===== config.mk =====
export PLATFORM = sky130hd
export DESIGN_NAME = mcycle_bus_timer
export DESIGN_NICKNAME = d
export VERILOG_FILES = /design/src/rtl/bct_pkg.sv /design/src/rtl/bct_mode_decode.sv /design/src/rtl/bct_phase_ctr.sv /design/src/rtl/bct_bus_drive.sv /design/src/rtl/mcycle_bus_timer.sv
export SDC_FILE = /design/constraint.sdc
export NUM_CORES = 1
export LEC_CHECK = 0
export ABC_AREA = 1
export BUFFER_PORTS_ARGS = -buffer_cell sky130_fd_sc_hd__buf_4
export CORE_MARGIN = 2
export CORE_UTILIZATION = 40
export DETAILED_ROUTE_END_ITERATION = 7
export PLACE_DENSITY = 0.8
export REMOVE_ABC_BUFFERS = 1
export SKIP_LAST_GASP = 1
export SLEW_MARGIN = 20
export SYNTH_ARGS = -nofsm -noshare
export SYNTH_HDL_FRONTEND = slang
export SYNTH_SLANG_ARGS = --single-unit

===== constraint.sdc =====
create_clock -name clk -period 3.1 [get_ports clk]
set_clock_uncertainty 0.2 [all_clocks]
set_input_delay 0.155 -clock clk [delete_from_list [all_inputs] [get_ports clk]]
set_output_delay 0.155 -clock clk [all_outputs]
set_load 0.01 [all_outputs]

===== src/rtl/bct_pkg.sv =====
// Package: shared encodings for the machine-cycle timing generator.
// Assumes the mode code is formed as {clear_n, wait_n}.
package bct_pkg;
    typedef enum logic [1:0] {
        MODE_LOAD  = 2'b00,
        MODE_RESET = 2'b01,
        MODE_PAUSE = 2'b10,
        MODE_RUN   = 2'b11
    } mode_e;

    typedef enum logic [1:0] {
        ST_FETCH = 2'd0,
        ST_EXEC  = 2'd1,
        ST_DMA   = 2'd2,
        ST_INTR  = 2'd3
    } mstate_e;

    typedef enum logic [1:0] {
        CK_NONE  = 2'd0,
        CK_READ  = 2'd1,
        CK_WRITE = 2'd2,
        CK_SPARE = 2'd3
    } ckind_e;
endpackage


===== src/rtl/bct_mode_decode.sv =====
// Module: bct_mode_decode
// Turns the two control pins into an operating mode. A low block reset
// is treated as reset mode, so the rest of the block sees a single source.
// Assumes the control pins are already synchronous to clk.
module bct_mode_decode
    import bct_pkg::*;
(
    input  logic  rst_n,
    input  logic  wait_n_i,
    input  logic  clear_n_i,
    output mode_e mode_o
);
    // Purpose: select the mode, with block reset overriding the pins.
    always_comb begin
        if (!rst_n) mode_o = MODE_RESET;
        else        mode_o = mode_e'({clear_n_i, wait_n_i});
    end
endmodule


===== src/rtl/bct_phase_ctr.sv =====
// Module: bct_phase_ctr
// Counts clock phases within a machine cycle. A normal cycle spans
// CYCLE_LEN phases. The first cycle after reset mode adds INIT_EXTRA phases.
// The count advances in run and load modes, holds in pause and is
// cleared in reset mode.
module bct_phase_ctr
    import bct_pkg::*;
#(
    parameter int CYCLE_LEN  = 8,
    parameter int INIT_EXTRA = 1,
    parameter int PH_W       = $clog2(CYCLE_LEN + INIT_EXTRA)
) (
    input  logic            clk,
    input  logic            rst_n,
    input  mode_e           mode_i,
    output logic [PH_W-1:0] phase_o,
    output logic            init_o,
    output logic            adv_o,
    output logic            cycle_end_o
);
    localparam logic [PH_W-1:0] LAST_RUN  = PH_W'(CYCLE_LEN - 1);
    localparam logic [PH_W-1:0] LAST_INIT = PH_W'(CYCLE_LEN - 1 + INIT_EXTRA);

    logic [PH_W-1:0] phase_q;
    logic            init_q;
    logic            at_last;

    // Purpose: find the final phase for the kind of cycle in progress.
    always_comb begin
        at_last = init_q ? (phase_q == LAST_INIT) : (phase_q == LAST_RUN);
        adv_o   = (mode_i == MODE_RUN) || (mode_i == MODE_LOAD);
    end

    // Purpose: advance, wrap, hold or clear the phase counter.
    always_ff @(posedge clk) begin
        if (mode_i == MODE_RESET) begin
            phase_q <= '0;
            init_q  <= 1'b1;
        end else if (adv_o) begin
            if (at_last) begin
                phase_q <= '0;
                init_q  <= 1'b0;
            end else begin
                phase_q <= phase_q + 1'b1;
            end
        end
    end

    assign phase_o     = phase_q;
    assign init_o      = init_q;
    assign cycle_end_o = adv_o && at_last;

    AST_PHASE_BOUND: assert property (@(posedge clk) disable iff (!rst_n)
        phase_q <= LAST_INIT);
    AST_WRAP_CLEARS_INIT: assert property (@(posedge clk) disable iff (!rst_n)
        cycle_end_o |=> (phase_q == '0) && !init_q);
    AST_PAUSE_HOLD: assert property (@(posedge clk) disable iff (!rst_n)
        (mode_i == MODE_PAUSE) |=> (phase_q == $past(phase_q)));
    AST_RESET_REARM: assert property (@(posedge clk) disable iff (!rst_n)
        (mode_i == MODE_RESET) |=> (phase_q == '0) && init_q);
endmodule


===== src/rtl/bct_bus_drive.sv =====
// Module: bct_bus_drive
// Derives the timing pulses, the address byte select, the read and write
// strobes, the I/O lines and the sample strobes from the current phase.
// Assumes the phase comes from bct_phase_ctr and the sequencer inputs
// stay valid for the whole cycle.
module bct_bus_drive
    import bct_pkg::*;
#(
    parameter int ADDR_W    = 16,
    parameter int NW        = 3,
    parameter int PH_W      = 4,
    parameter int TPA_PH    = 1,
    parameter int TPB_PH    = 6,
    parameter int MWR_FIRST = 5,
    parameter int MWR_LAST  = 6,
    parameter int FLAG_PH   = 0
) (
    input  logic                clk,
    input  logic                rst_n,
    input  mode_e               mode_i,
    input  logic [PH_W-1:0]     phase_i,
    input  logic                adv_i,
    input  mstate_e             state_i,
    input  ckind_e              kind_i,
    input  logic                io_instr_i,
    input  logic [NW-1:0]       io_code_i,
    input  logic                idle_i,
    input  logic [ADDR_W-1:0]   addr_i,
    output logic                tpa_o,
    output logic                tpb_o,
    output logic [ADDR_W/2-1:0] ma_o,
    output logic                mrd_n_o,
    output logic                mwr_n_o,
    output logic [NW-1:0]       n_o,
    output logic                flag_smp_o,
    output logic                req_smp_o
);
    localparam int              MA_W  = ADDR_W / 2;
    localparam logic [PH_W-1:0] P_TPA = PH_W'(TPA_PH);
    localparam logic [PH_W-1:0] P_TPB = PH_W'(TPB_PH);
    localparam logic [PH_W-1:0] P_WR0 = PH_W'(MWR_FIRST);
    localparam logic [PH_W-1:0] P_WR1 = PH_W'(MWR_LAST);
    localparam logic [PH_W-1:0] P_FLG = PH_W'(FLAG_PH);
    localparam logic [PH_W-1:0] P_REQ = PH_W'(TPB_PH + 1);

    logic active;
    logic hi_sel;
    logic io_live;

    // Purpose: qualifiers shared by all strobes.
    always_comb begin
        active  = (mode_i != MODE_RESET);
        hi_sel  = (phase_i <= P_TPA);
        io_live = active && (state_i == ST_EXEC) && io_instr_i;
    end

    // Purpose: the two timing pulses, with the early one blocked during load-mode idle.
    always_comb begin
        tpa_o = active && (phase_i == P_TPA) && !((mode_i == MODE_LOAD) && idle_i);
        tpb_o = active && (phase_i == P_TPB);
    end

    // Purpose: put the high byte out first, then the low byte after the early pulse.
    always_comb begin
        ma_o = hi_sel ? addr_i[ADDR_W-1:MA_W] : addr_i[MA_W-1:0];
    end

    // Purpose: read level for the whole cycle and a write pulse once the address is stable.
    always_comb begin
        mrd_n_o = !(active && (kind_i == CK_READ));
        mwr_n_o = !(active && (kind_i == CK_WRITE) &&
                    (phase_i >= P_WR0) && (phase_i <= P_WR1));
    end

    // Purpose: gate each I/O select line by the live I/O condition.
    for (genvar b = 0; b < NW; b++) begin : g_nline
        assign n_o[b] = io_live && io_code_i[b];
    end

    // Purpose: sample strobes for the flag and request inputs.
    always_comb begin
        flag_smp_o = adv_i && (state_i == ST_EXEC) && (phase_i == P_FLG);
        req_smp_o  = adv_i && (phase_i == P_REQ);
    end

    AST_TP_EXCL: assert property (@(posedge clk) disable iff (!rst_n)
        !(tpa_o && tpb_o));
    AST_HI_BYTE_AT_TPA: assert property (@(posedge clk) disable iff (!rst_n)
        tpa_o |-> (ma_o == addr_i[ADDR_W-1:MA_W]));
    AST_WR_RD_EXCL: assert property (@(posedge clk) disable iff (!rst_n)
        !mwr_n_o |-> mrd_n_o);
    AST_N_QUIET: assert property (@(posedge clk) disable iff (!rst_n)
        (state_i != ST_EXEC) |-> (n_o == '0));
endmodule


===== src/rtl/mcycle_bus_timer.sv =====
// Module: mcycle_bus_timer (top)
// Machine-cycle timing and bus strobe generator. It decodes the operating
// mode, counts phases and drives the bus timing outputs from the phase.
// Assumes every input is synchronous to clk. The pause takes effect at the
// next rising edge in this single-edge design.
module mcycle_bus_timer
    import bct_pkg::*;
#(
    parameter int ADDR_W     = 16,
    parameter int NW         = 3,
    parameter int CYCLE_LEN  = 8,
    parameter int INIT_EXTRA = 1
) (
    input  logic                clk,
    input  logic                rst_n,
    input  logic                wait_n_i,
    input  logic                clear_n_i,
    input  logic [1:0]          mstate_i,
    input  logic [1:0]          cyc_kind_i,
    input  logic                io_instr_i,
    input  logic [NW-1:0]       io_code_i,
    input  logic                idle_i,
    input  logic [ADDR_W-1:0]   addr_i,
    output logic                tpa_o,
    output logic                tpb_o,
    output logic [ADDR_W/2-1:0] ma_o,
    output logic                mrd_n_o,
    output logic                mwr_n_o,
    output logic [NW-1:0]       n_o,
    output logic                cycle_end_o,
    output logic                init_cycle_o,
    output logic                flag_smp_o,
    output logic                req_smp_o
);
    localparam int PH_W = $clog2(CYCLE_LEN + INIT_EXTRA);

    mode_e           mode;
    logic [PH_W-1:0] phase;
    logic            adv;

    bct_mode_decode u_mode (
        .rst_n     (rst_n),
        .wait_n_i  (wait_n_i),
        .clear_n_i (clear_n_i),
        .mode_o    (mode)
    );

    bct_phase_ctr #(
        .CYCLE_LEN  (CYCLE_LEN),
        .INIT_EXTRA (INIT_EXTRA),
        .PH_W       (PH_W)
    ) u_phase (
        .clk         (clk),
        .rst_n       (rst_n),
        .mode_i      (mode),
        .phase_o     (phase),
        .init_o      (init_cycle_o),
        .adv_o       (adv),
        .cycle_end_o (cycle_end_o)
    );

    bct_bus_drive #(
        .ADDR_W    (ADDR_W),
        .NW        (NW),
        .PH_W      (PH_W),
        .TPA_PH    (1),
        .TPB_PH    (6),
        .MWR_FIRST (5),
        .MWR_LAST  (6),
        .FLAG_PH   (0)
    ) u_bus (
        .clk        (clk),
        .rst_n      (rst_n),
        .mode_i     (mode),
        .phase_i    (phase),
        .adv_i      (adv),
        .state_i    (mstate_e'(mstate_i)),
        .kind_i     (ckind_e'(cyc_kind_i)),
        .io_instr_i (io_instr_i),
        .io_code_i  (io_code_i),
        .idle_i     (idle_i),
        .addr_i     (addr_i),
        .tpa_o      (tpa_o),
        .tpb_o      (tpb_o),
        .ma_o       (ma_o),
        .mrd_n_o    (mrd_n_o),
        .mwr_n_o    (mwr_n_o),
        .n_o        (n_o),
        .flag_smp_o (flag_smp_o),
        .req_smp_o  (req_smp_o)
    );
endmodule


==> key figures, run 1 <==
Synth
  – Yosys top cell by area: dfxtp_1
  – Synth top area cells: dfxtp_1, ha_1, inv_1
  – Seq cells post-synth: 5
  – Post-synthesis mux area share: 0
  – XOR/XNOR share of the synthesized area: 0
  – Synth Area in Adders: 0.154
  – Sequential area share after synthesis: 0.154
  – Yosys warns: 0
  – Syn avg cell area: 6.17 um^2
  – Largest family of logic cells by synthesized area: simple AND/OR/NAND/NOR gates
  – Top cell type's share of synthesized area: 0.154
  – Synth Area in Compound Gates: 0.170
  – Netlist Area Pre-Place: 648 um^2
  – Post-synth cell types: 19
  – Post-synthesis simple-gate area fraction: 0.336
  – Synth Instances: 105

Layout
  – N_diodes: 0
  – Nets: 193
  – Area Growth Syn to Fin: 59.3%
  – Fillers: 137
  – Layout cells sized above 1: 0.426

GRT
  – Vias in the first global route: 684
  – Initial antenna violation count: 0
  – GRT Overall Usage: 0.174
  – Largest net degree at the start of global routing: 17
  – Global-route wire length before repair: 2600 um
  – GRT overflow: 0

Floorplanning
  – Cell Rows: 14
  – Placeable Area: 0.00151 mm^2
  – Die ar.: 0.00196 mm^2
  – Die Y: 44.3 um
  – # IOs: 48
  – Initial Util: 0.430
  – Die X: 44.3 um

Route
  – Avg Vias per Cell: 4.61
  – WL final: 1700 um
  – Via count: 789
  – Post-DRT Antenna Nets: 0
  – Starting DRT DRC Count: 8
  – Routed WL per cell: 9.96 um
  – Initial DRT Pass Iterations: 3
  – Detailed-route DRC error count: 0

Critical path
  – Crit end category: output port
  – Worst Path Arrival: 1.83 ns
  – Crit path launch type: flip-flop
  – Slowest cell on the critical path: o21ai_4
  – Setup Crit Path Kind: reg2out
  – CP required: 2.74 ns
  – CP Max Fanout: 16
  – Worst r2r path cells: 9
  – Worst R2R Start: u_phase.phase_o[0]
  – Critical path cell sequence: inv_1 -> ha_1 -> o21ai_4 -> nand2_1 -> o21ai_2 -> buf_4
  – Max incr delay on CP: 0.47 ns
  – FF-to-FF End: u_phase.phase_o[0]
  – R2r setup slk: 1.69 ns

STA
  – Slew Limit Fails: 0
  – RSZ-0062 raised after global routing: no
  – Minimum clock period: 2.18 ns
  – Relative max-transition margin: 0.649
  – Worst-margin pin slew: 0.524 ns
  – Worst Slack Setup Final: 0.916 ns
  – Final count of hold timing violations: 0
  – Setup-failing EPs final: 0
  – Post-Route Setup TNS: 0 ns
  – Period utilization: 0.704
  – Fmax: 458 MHz

CTS
  – Root Driver: clkbuf_4
  – # hold bufs at CTS: 0
  – CTS Buf Count: 3
  – Post-CTS Resized: 0
  – CTS tree: yes
  – Worst-Skew Late Latency: 0.24 ns
  – Clk pin slew, worst setup/hold paths: 0.05 ns
  – CTS max path bufs: 2
  – H-tree Lvls: 1
  – Sink Count: 5
  – Setup Buffers After CTS: 0

Place
  – Pre-CTS WS: 1.16 ns
  – Port Buf Inserts: 47
  – Gp weighted congestion: 0.779
  – Detailed placement HPWL: 1450 um

Worst hold path
  – Hold Startpoint: clear_n_i
  – Worst hold path class: in2reg
  – Hold path cells: 4
  – Min-Delay Endpoint: u_phase.phase_o[1]

Flow run
  – Max Cap Viol: 0

Power
  – Peak VDD IR: 0.218 mV
  – Pleak: 0.602 nW
  – PD cells: 300 mW/mm^2

Run status
  – Status: complete, no violations
[worst max path at each step]
stage                       startpoint       to  slack (ns)  depth (start not counted)
global placement    u_phase.phase_o[0]  ma_o[7]        1.25                          6
global route        u_phase.phase_o[0]  ma_o[5]        0.80                          6
finish              u_phase.phase_o[0]  ma_o[5]        0.92                          6
floorplan           u_phase.phase_o[0]  ma_o[0]        1.45                          5
CTS                 u_phase.phase_o[0]  ma_o[5]        0.90                          6
detailed placement  u_phase.phase_o[0]  ma_o[5]        1.16                          6
[cells in the mapped netlist (all sizes together)]
| cell | count |
|---|---|
| inv | 28 |
| nand2 | 24 |
| nor2 | 16 |
| o21ai | 10 |
| ha | 8 |
| nand3 | 6 |
| dfxtp | 5 |
| a21oi | 2 |
| buf | 1 |
| nand3b | 1 |
| nand4 | 1 |
| nor3 | 1 |
| nor4 | 1 |
| o2111ai | 1 |
[worst max-delay path: cells and delay by family, from the launching register on]
| family | cells | cell delay (ns) |
|---|---|---|
| DFF | 1 | 0.38 |
| buffers and inverters | 2 | 0.24 |
| and+or+nand+nor | 1 | 0.14 |
| AOI/OAI and AO/OA | 2 | 0.56 |
| adders and majority gates | 1 | 0.26 |
[state kept, by name (all words and copies together) (netlist names)]
name	cells
u_phase.phase_o	4
u_phase.init_o	1
[layout make-up]
cell class,count,area [um^2],area share
clock buffer,4,26.3,0.0255
inverter,28,105,0.102
multi-input combinational,71,428,0.415
sequential,5,100,0.0970
tap,16,20.0,0.0194
timing repair buffer,47,353,0.342
[power breakdown]
part / switching, mW / internal, mW / total (mW)
Clock: 0.0274 / 0.0487 / 0.0761
Combinational: 0.0822 / 0.0802 / 0.162
Sequential: 0.00371 / 0.0678 / 0.0715
Total: 0.113 / 0.197 / 0.310
[per-stage QoR]
stage | std cells | utilization | hold WS, ns | power (mW) | cell area (um^2)
floorplan | 104 | - | 0.192 | 0.160 | 633
global placement | 167 | 0.668 | 0.273 | 0.230 | 1010
detailed placement | 167 | 0.668 | 0.277 | 0.236 | 1010
CTS | 171 | 0.685 | 0.247 | 0.314 | 1030
global route | 171 | 0.685 | 0.312 | 0.331 | 1030
finish | 171 | 0.685 | 0.249 | 0.310 | 1030
[layer usage]
metal  vias up  global-route usage  wire [um]
li1        418                   -          -
met1       326               0.188        657
met2        41               0.326        836
met3         4              0.0204        179
met4         0              0.0909         30
met5         -                   0          0
[placed cells by master, fill, tap and decap left out, drive strengths merged]
master    n
nand3     6
a21oi     2
inv      28
nand2    24
nand4     1
nor4      1
buf      47
o2111ai   1
dfxtp     5
nand3b    1
ha        8
o21ai    10
clkbuf    4
nor3      1
nor2     16
[cells by family after synthesis]
logic type | count (synthesis)
compound gates | 13
fa+ha+maj | 8
flops | 5
buf+inv | 29
simple gates | 50
Note: power is estimated with default switching activity, not from simulation.
==> run 2, diff against run 1 <==
--- a/config.mk
+++ b/config.mk
@@ -8,9 +8,9 @@
 export ABC_AREA = 1
 export BUFFER_PORTS_ARGS = -buffer_cell sky130_fd_sc_hd__buf_4
 export CORE_MARGIN = 2
-export CORE_UTILIZATION = 40
+export CORE_UTILIZATION = 39
 export DETAILED_ROUTE_END_ITERATION = 7
-export PLACE_DENSITY = 0.8
+export PLACE_DENSITY = 0.78
 export REMOVE_ABC_BUFFERS = 1
 export SKIP_LAST_GASP = 1
 export SLEW_MARGIN = 20
==> constraint.sdc (replaced) <==
create_clock -name clk -period 2.19 [get_ports clk]
set_clock_uncertainty 0.2 [all_clocks]
set_input_delay 0.1095 -clock clk [delete_from_list [all_inputs] [get_ports clk]]
set_output_delay 0.1095 -clock clk [all_outputs]
set_load 0.01 [all_outputs]
==> run 2 against run 1 <==
  * Wire length down 6.6%
  * Sequential cell count unchanged
  * First-iteration DRC count is the same
  * Register-to-register slack got worse by 0.92 ns
  * Setup slack got worse by 0.66 ns
  * Final cell count grew 1.2%
==> key figures, run 2 (synthesized netlist as in run 1, its figures left out) <==
Worst hold path
  – Worst hold path class: in2reg
  – Hold Startpoint: clear_n_i

CTS
  – Sink Count: 5
  – CTS max path bufs: 2
  – Worst-Skew Late Latency: 0.25 ns
  – CTS tree: yes
  – CTS Buf Count: 3
  – Clk pin slew, worst setup/hold paths: 0.05 ns
  – H-tree Lvls: 1
  – # hold bufs at CTS: 0
  – Setup Buffers After CTS: 0
  – Post-CTS Resized: 0
  – Root Driver: clkbuf_4

Layout
  – Nets: 195
  – Fillers: 139
  – Layout cells sized above 1: 0.433
  – Most common cell after layout, fill and taps aside: buf_4
  – Area Growth Syn to Fin: 63.5%
  – Most frequent cells in the layout: buf_4, inv_1, nand2_1, nor2_1
  – Max FFs per register: 4
  – N_diodes: 0
  – Finished Layout Cells: 173

STA
  – Final count of hold timing violations: 0
  – Slew Limit Fails: 0
  – Post-Route Setup TNS: 0 ns
  – Setup-failing EPs final: 0
  – Worst-margin pin slew: 0.254 ns
  – Period utilization: 0.885
  – Relative max-transition margin: 0.831
  – Minimum clock period: 1.94 ns
  – Fmax: 516 MHz
  – WHS: 0.172 ns
  – RSZ-0062 raised after global routing: no

Floorplanning
  – # IOs: 48
  – Cell Rows: 14
  – Initial Util: 0.425
  – Placeable Area: 0.00152 mm^2
  – Die Y: 44.8 um
  – Die ar.: 0.00200 mm^2
  – Die X: 44.8 um

Critical path
  – Worst Path Arrival: 1.63 ns
  – Crit path launch type: flip-flop
  – Worst R2R Start: u_phase.phase_o[0]
  – CP required: 1.88 ns
  – Crit end category: output port
  – CP Max Fanout: 16
  – Critical path launch point: u_phase.phase_o[1]
  – Setup Crit Path Kind: reg2out

Route
  – Detailed-route DRC error count: 0
  – Via count: 821
  – Initial DRT Pass Iterations: 4
  – WL final: 1590 um
  – Avg Vias per Cell: 4.75
  – Routed WL per cell: 9.20 um
  – Starting DRT DRC Count: 8
  – Post-DRT Antenna Nets: 0

Power
  – Pleak: 0.615 nW
  – PD cells: 433 mW/mm^2
  – Total Power: 0.459 mW
  – Peak VDD IR: 0.337 mV

GRT
  – Largest net degree at the start of global routing: 17
  – GRT Overall Usage: 0.160
  – GRT overflow: 0
  – Global-route wire length before repair: 2410 um
  – Initial antenna violation count: 0
  – Vias in the first global route: 646

Place
  – Port Buf Inserts: 47
  – Gp weighted congestion: 0.773
  – Placed Cells: 167
  – Detailed placement HPWL: 1330 um

Flow run
  – Max Cap Viol: 0

Run status
  – Status: complete, no violations
run 2: changes by cell type in the layout (fill, tap and decap cells not counted):
cell / delta
buf_12: +1
buf_4: +1
run 2: layout make-up:
class | instances | area, um^2 | area share
clock buffer | 4 | 26.3 | 0.0248
tap | 16 | 20.0 | 0.0189
timing repair buffer | 49 | 380 | 0.359
multi-input combinational | 71 | 428 | 0.404
inverter | 28 | 105 | 0.0992
sequential | 5 | 100 | 0.0945
run 2: final timing paths:
path,slack [ns],endpoint,depth (start not counted)
worst max-delay path,0.25,ma_o[4],7
worst min-delay path,0.17,u_phase.phase_o[1],4
worst max register to register,0.77,u_phase.phase_o[0],9
worst min register to register,0.28,u_phase.init_o,2
run 2: through the flow:
step                       util  setup WS [ns]  instance area, um^2
after global placement    0.660          0.379                 1010
after global routing      0.695          0.161                 1060
final                     0.695          0.253                 1060
after CTS                 0.677         0.0779                 1030
after floorplan               -          0.589                  633
after detailed placement  0.660          0.344                 1010
run 2: report_power, final:
part,leakage (nW),total (mW),internal [mW],switching (mW)
Sequential,0.0407,0.101,0.0960,0.00549
Combinational,0.560,0.248,0.131,0.116
Clock,0.0150,0.110,0.0691,0.0407
Total,0.615,0.459,0.297,0.163
run 2: critical path, cell delays in order, from the launching register on:
cell and delay, ns:
dfxtp_1 0.37, inv_1 0.12, ha_1 0.25, o21ai_4 0.18, buf_12 0.16, buf_4 0.11
o21ai_2 0.04, buf_4 0.14
run 2: layer usage:
| layer | global-route usage | share of wire | vias up |
|---|---|---|---|
| met5 | 0 | 0 | - |
| met4 | 0.0545 | 0.0050 | 0 |
| met3 | 0.0880 | 0.18 | 3 |
| met2 | 0.281 | 0.46 | 48 |
| met1 | 0.159 | 0.35 | 351 |
| li1 | - | - | 419 |
==> run 3, diff against run 2 <==
--- a/config.mk
+++ b/config.mk
@@ -7,6 +7,7 @@
 export LEC_CHECK = 0
 export ABC_AREA = 1
 export BUFFER_PORTS_ARGS = -buffer_cell sky130_fd_sc_hd__buf_4
+export CORE_ASPECT_RATIO = 0.8
 export CORE_MARGIN = 2
 export CORE_UTILIZATION = 39
 export DETAILED_ROUTE_END_ITERATION = 7
==> run 3 against run 2 <==
  * Setup slack worse by 0.042 ns
  * Final cell count up 2.9%
  * Sequential power is essentially flat
  * Non-clock buffer count down 1
  * Clock-buffer cell count did not move
  * Critical endpoint is now ma_o[7]
==> key figures, run 3 (synthesized netlist as in run 1, its figures left out) <==
CTS
  – H-tree Lvls: 1
  – Post-CTS Resized: 0
  – CTS max path bufs: 2
  – CTS Buf Count: 3
  – CTS tree: yes
  – Clk pin slew, worst setup/hold paths: 0.05 ns
  – Sink Count: 5
  – Root Driver: clkbuf_4
  – Worst-Skew Late Latency: 0.24 ns
  – # hold bufs at CTS: 0
  – Setup Buffers After CTS: 0

GRT
  – Vias in the first global route: 645
  – Largest net degree at the start of global routing: 17
  – GRT overflow: 0
  – GRT Overall Usage: 0.178
  – Initial antenna violation count: 0
  – Global-route wire length before repair: 2660 um

Layout
  – Most frequent cells in the layout: buf_4, inv_1, nand2_1, nor2_1
  – Nets: 194
  – Max FFs per register: 4
  – Most common cell after layout, fill and taps aside: buf_4
  – Fillers: 145
  – Area Growth Syn to Fin: 63.5%
  – Layout cells sized above 1: 0.429
  – N_diodes: 0

Critical path
  – Delay-heaviest family, CP: buffers and inverters
  – Setup Crit Path Kind: reg2out
  – CP Max Fanout: 13
  – Bufs and invs on worst path: 3
  – Crit path launch type: flip-flop
  – Crit end category: output port
  – Slowest cell on the critical path: dfxtp_1
  – Worst Path Arrival: 1.67 ns
  – Critical path cell sequence: inv_1 -> ha_1 -> o21ai_4 -> buf_12 -> nand2_1 -> o21ai_2 -> buf_4
  – CP required: 1.88 ns
  – Max incr delay on CP: 0.36 ns

STA
  – Minimum clock period: 1.98 ns
  – Slew Limit Fails: 0
  – Post-Route Setup TNS: 0 ns
  – Worst-margin pin slew: 0.256 ns
  – RSZ-0062 raised after global routing: no
  – Setup-failing EPs final: 0
  – WHS: 0.180 ns
  – Worst Slack Setup Final: 0.210 ns
  – Final count of hold timing violations: 0
  – Relative max-transition margin: 0.829
  – Period utilization: 0.904
  – Fmax: 505 MHz

Flow run
  – Max Cap Viol: 0

Place
  – Detailed placement HPWL: 1440 um
  – Port Buf Inserts: 47
  – Gp weighted congestion: 0.790
  – Pre-CTS WS: 0.307 ns

Floorplanning
  – Cell Rows: 13
  – Initial Util: 0.407
  – Placeable Area: 0.00159 mm^2
  – # IOs: 48
  – Die Y: 40.5 um
  – Die X: 49.6 um
  – Die ar.: 0.00201 mm^2

Route
  – Detailed-route DRC error count: 0
  – Avg Vias per Cell: 4.47
  – Initial DRT Pass Iterations: 4
  – Starting DRT DRC Count: 9
  – Post-DRT Antenna Nets: 0
  – Routed WL per cell: 9.80 um
  – WL final: 1750 um
  – Via count: 795

Power
  – PD cells: 429 mW/mm^2
  – Peak VDD IR: 0.331 mV
  – Pleak: 0.610 nW

Worst hold path
  – Worst hold path class: in2reg

Run status
  – Status: complete, no violations
-- run 3: changes by cell type in the layout (fill, tap and decap cells not counted), sizes merged --
cell	delta
buf	-1
-- run 3: path summary, 6_finish.rpt --
kind                            from                 end  slack (ns)  cells after the start
setup / recovery  u_phase.phase_o[1]             ma_o[7]        0.21                      7
hold / removal             clear_n_i  u_phase.phase_o[1]        0.18                      4
setup reg to reg  u_phase.phase_o[0]  u_phase.phase_o[0]        0.76                      9
hold reg to reg       u_phase.init_o      u_phase.init_o        0.28                      2
-- run 3: stage by stage --
stage	cells	util	cell area, um^2	power, mW
finish	178	0.665	1060	0.455
global route	178	0.665	1060	0.490
CTS	177	0.652	1040	0.444
detailed placement	173	0.636	1010	0.333
global placement	173	0.636	1010	0.325
floorplan	104	-	633	0.227
-- run 3: tightest hold or removal path, cell delays in order --
cell and delay, ns:
buf_4 0.10, nand2_1 0.10, ha_1 0.19, a21oi_1 0.08
-- run 3: final cells by class --
class	instances	area, um^2	share of cell area
multi-input cells	71	428	0.404
repair buffers	48	373	0.352
inverters	28	105	0.0992
flip-flops and latches	5	100	0.0945
well taps	22	27.5	0.0260
clock buffers	4	26.3	0.0248
-- run 3: routing by layer --
| metal | part of all wire | track usage |
|---|---|---|
| met1 | 0.39 | 0.197 |
| met2 | 0.47 | 0.323 |
| met3 | 0.13 | 0.0784 |
| met4 | 0.0092 | 0.0417 |
| met5 | 0 | 0 |
-- run 3: power breakdown --
group | leakage [nW] | total (mW) | switching [mW] | internal, mW
clock network | 0.0150 | 0.107 | 0.0380 | 0.0689
logic | 0.554 | 0.246 | 0.119 | 0.127
registers | 0.0407 | 0.102 | 0.00550 | 0.0960
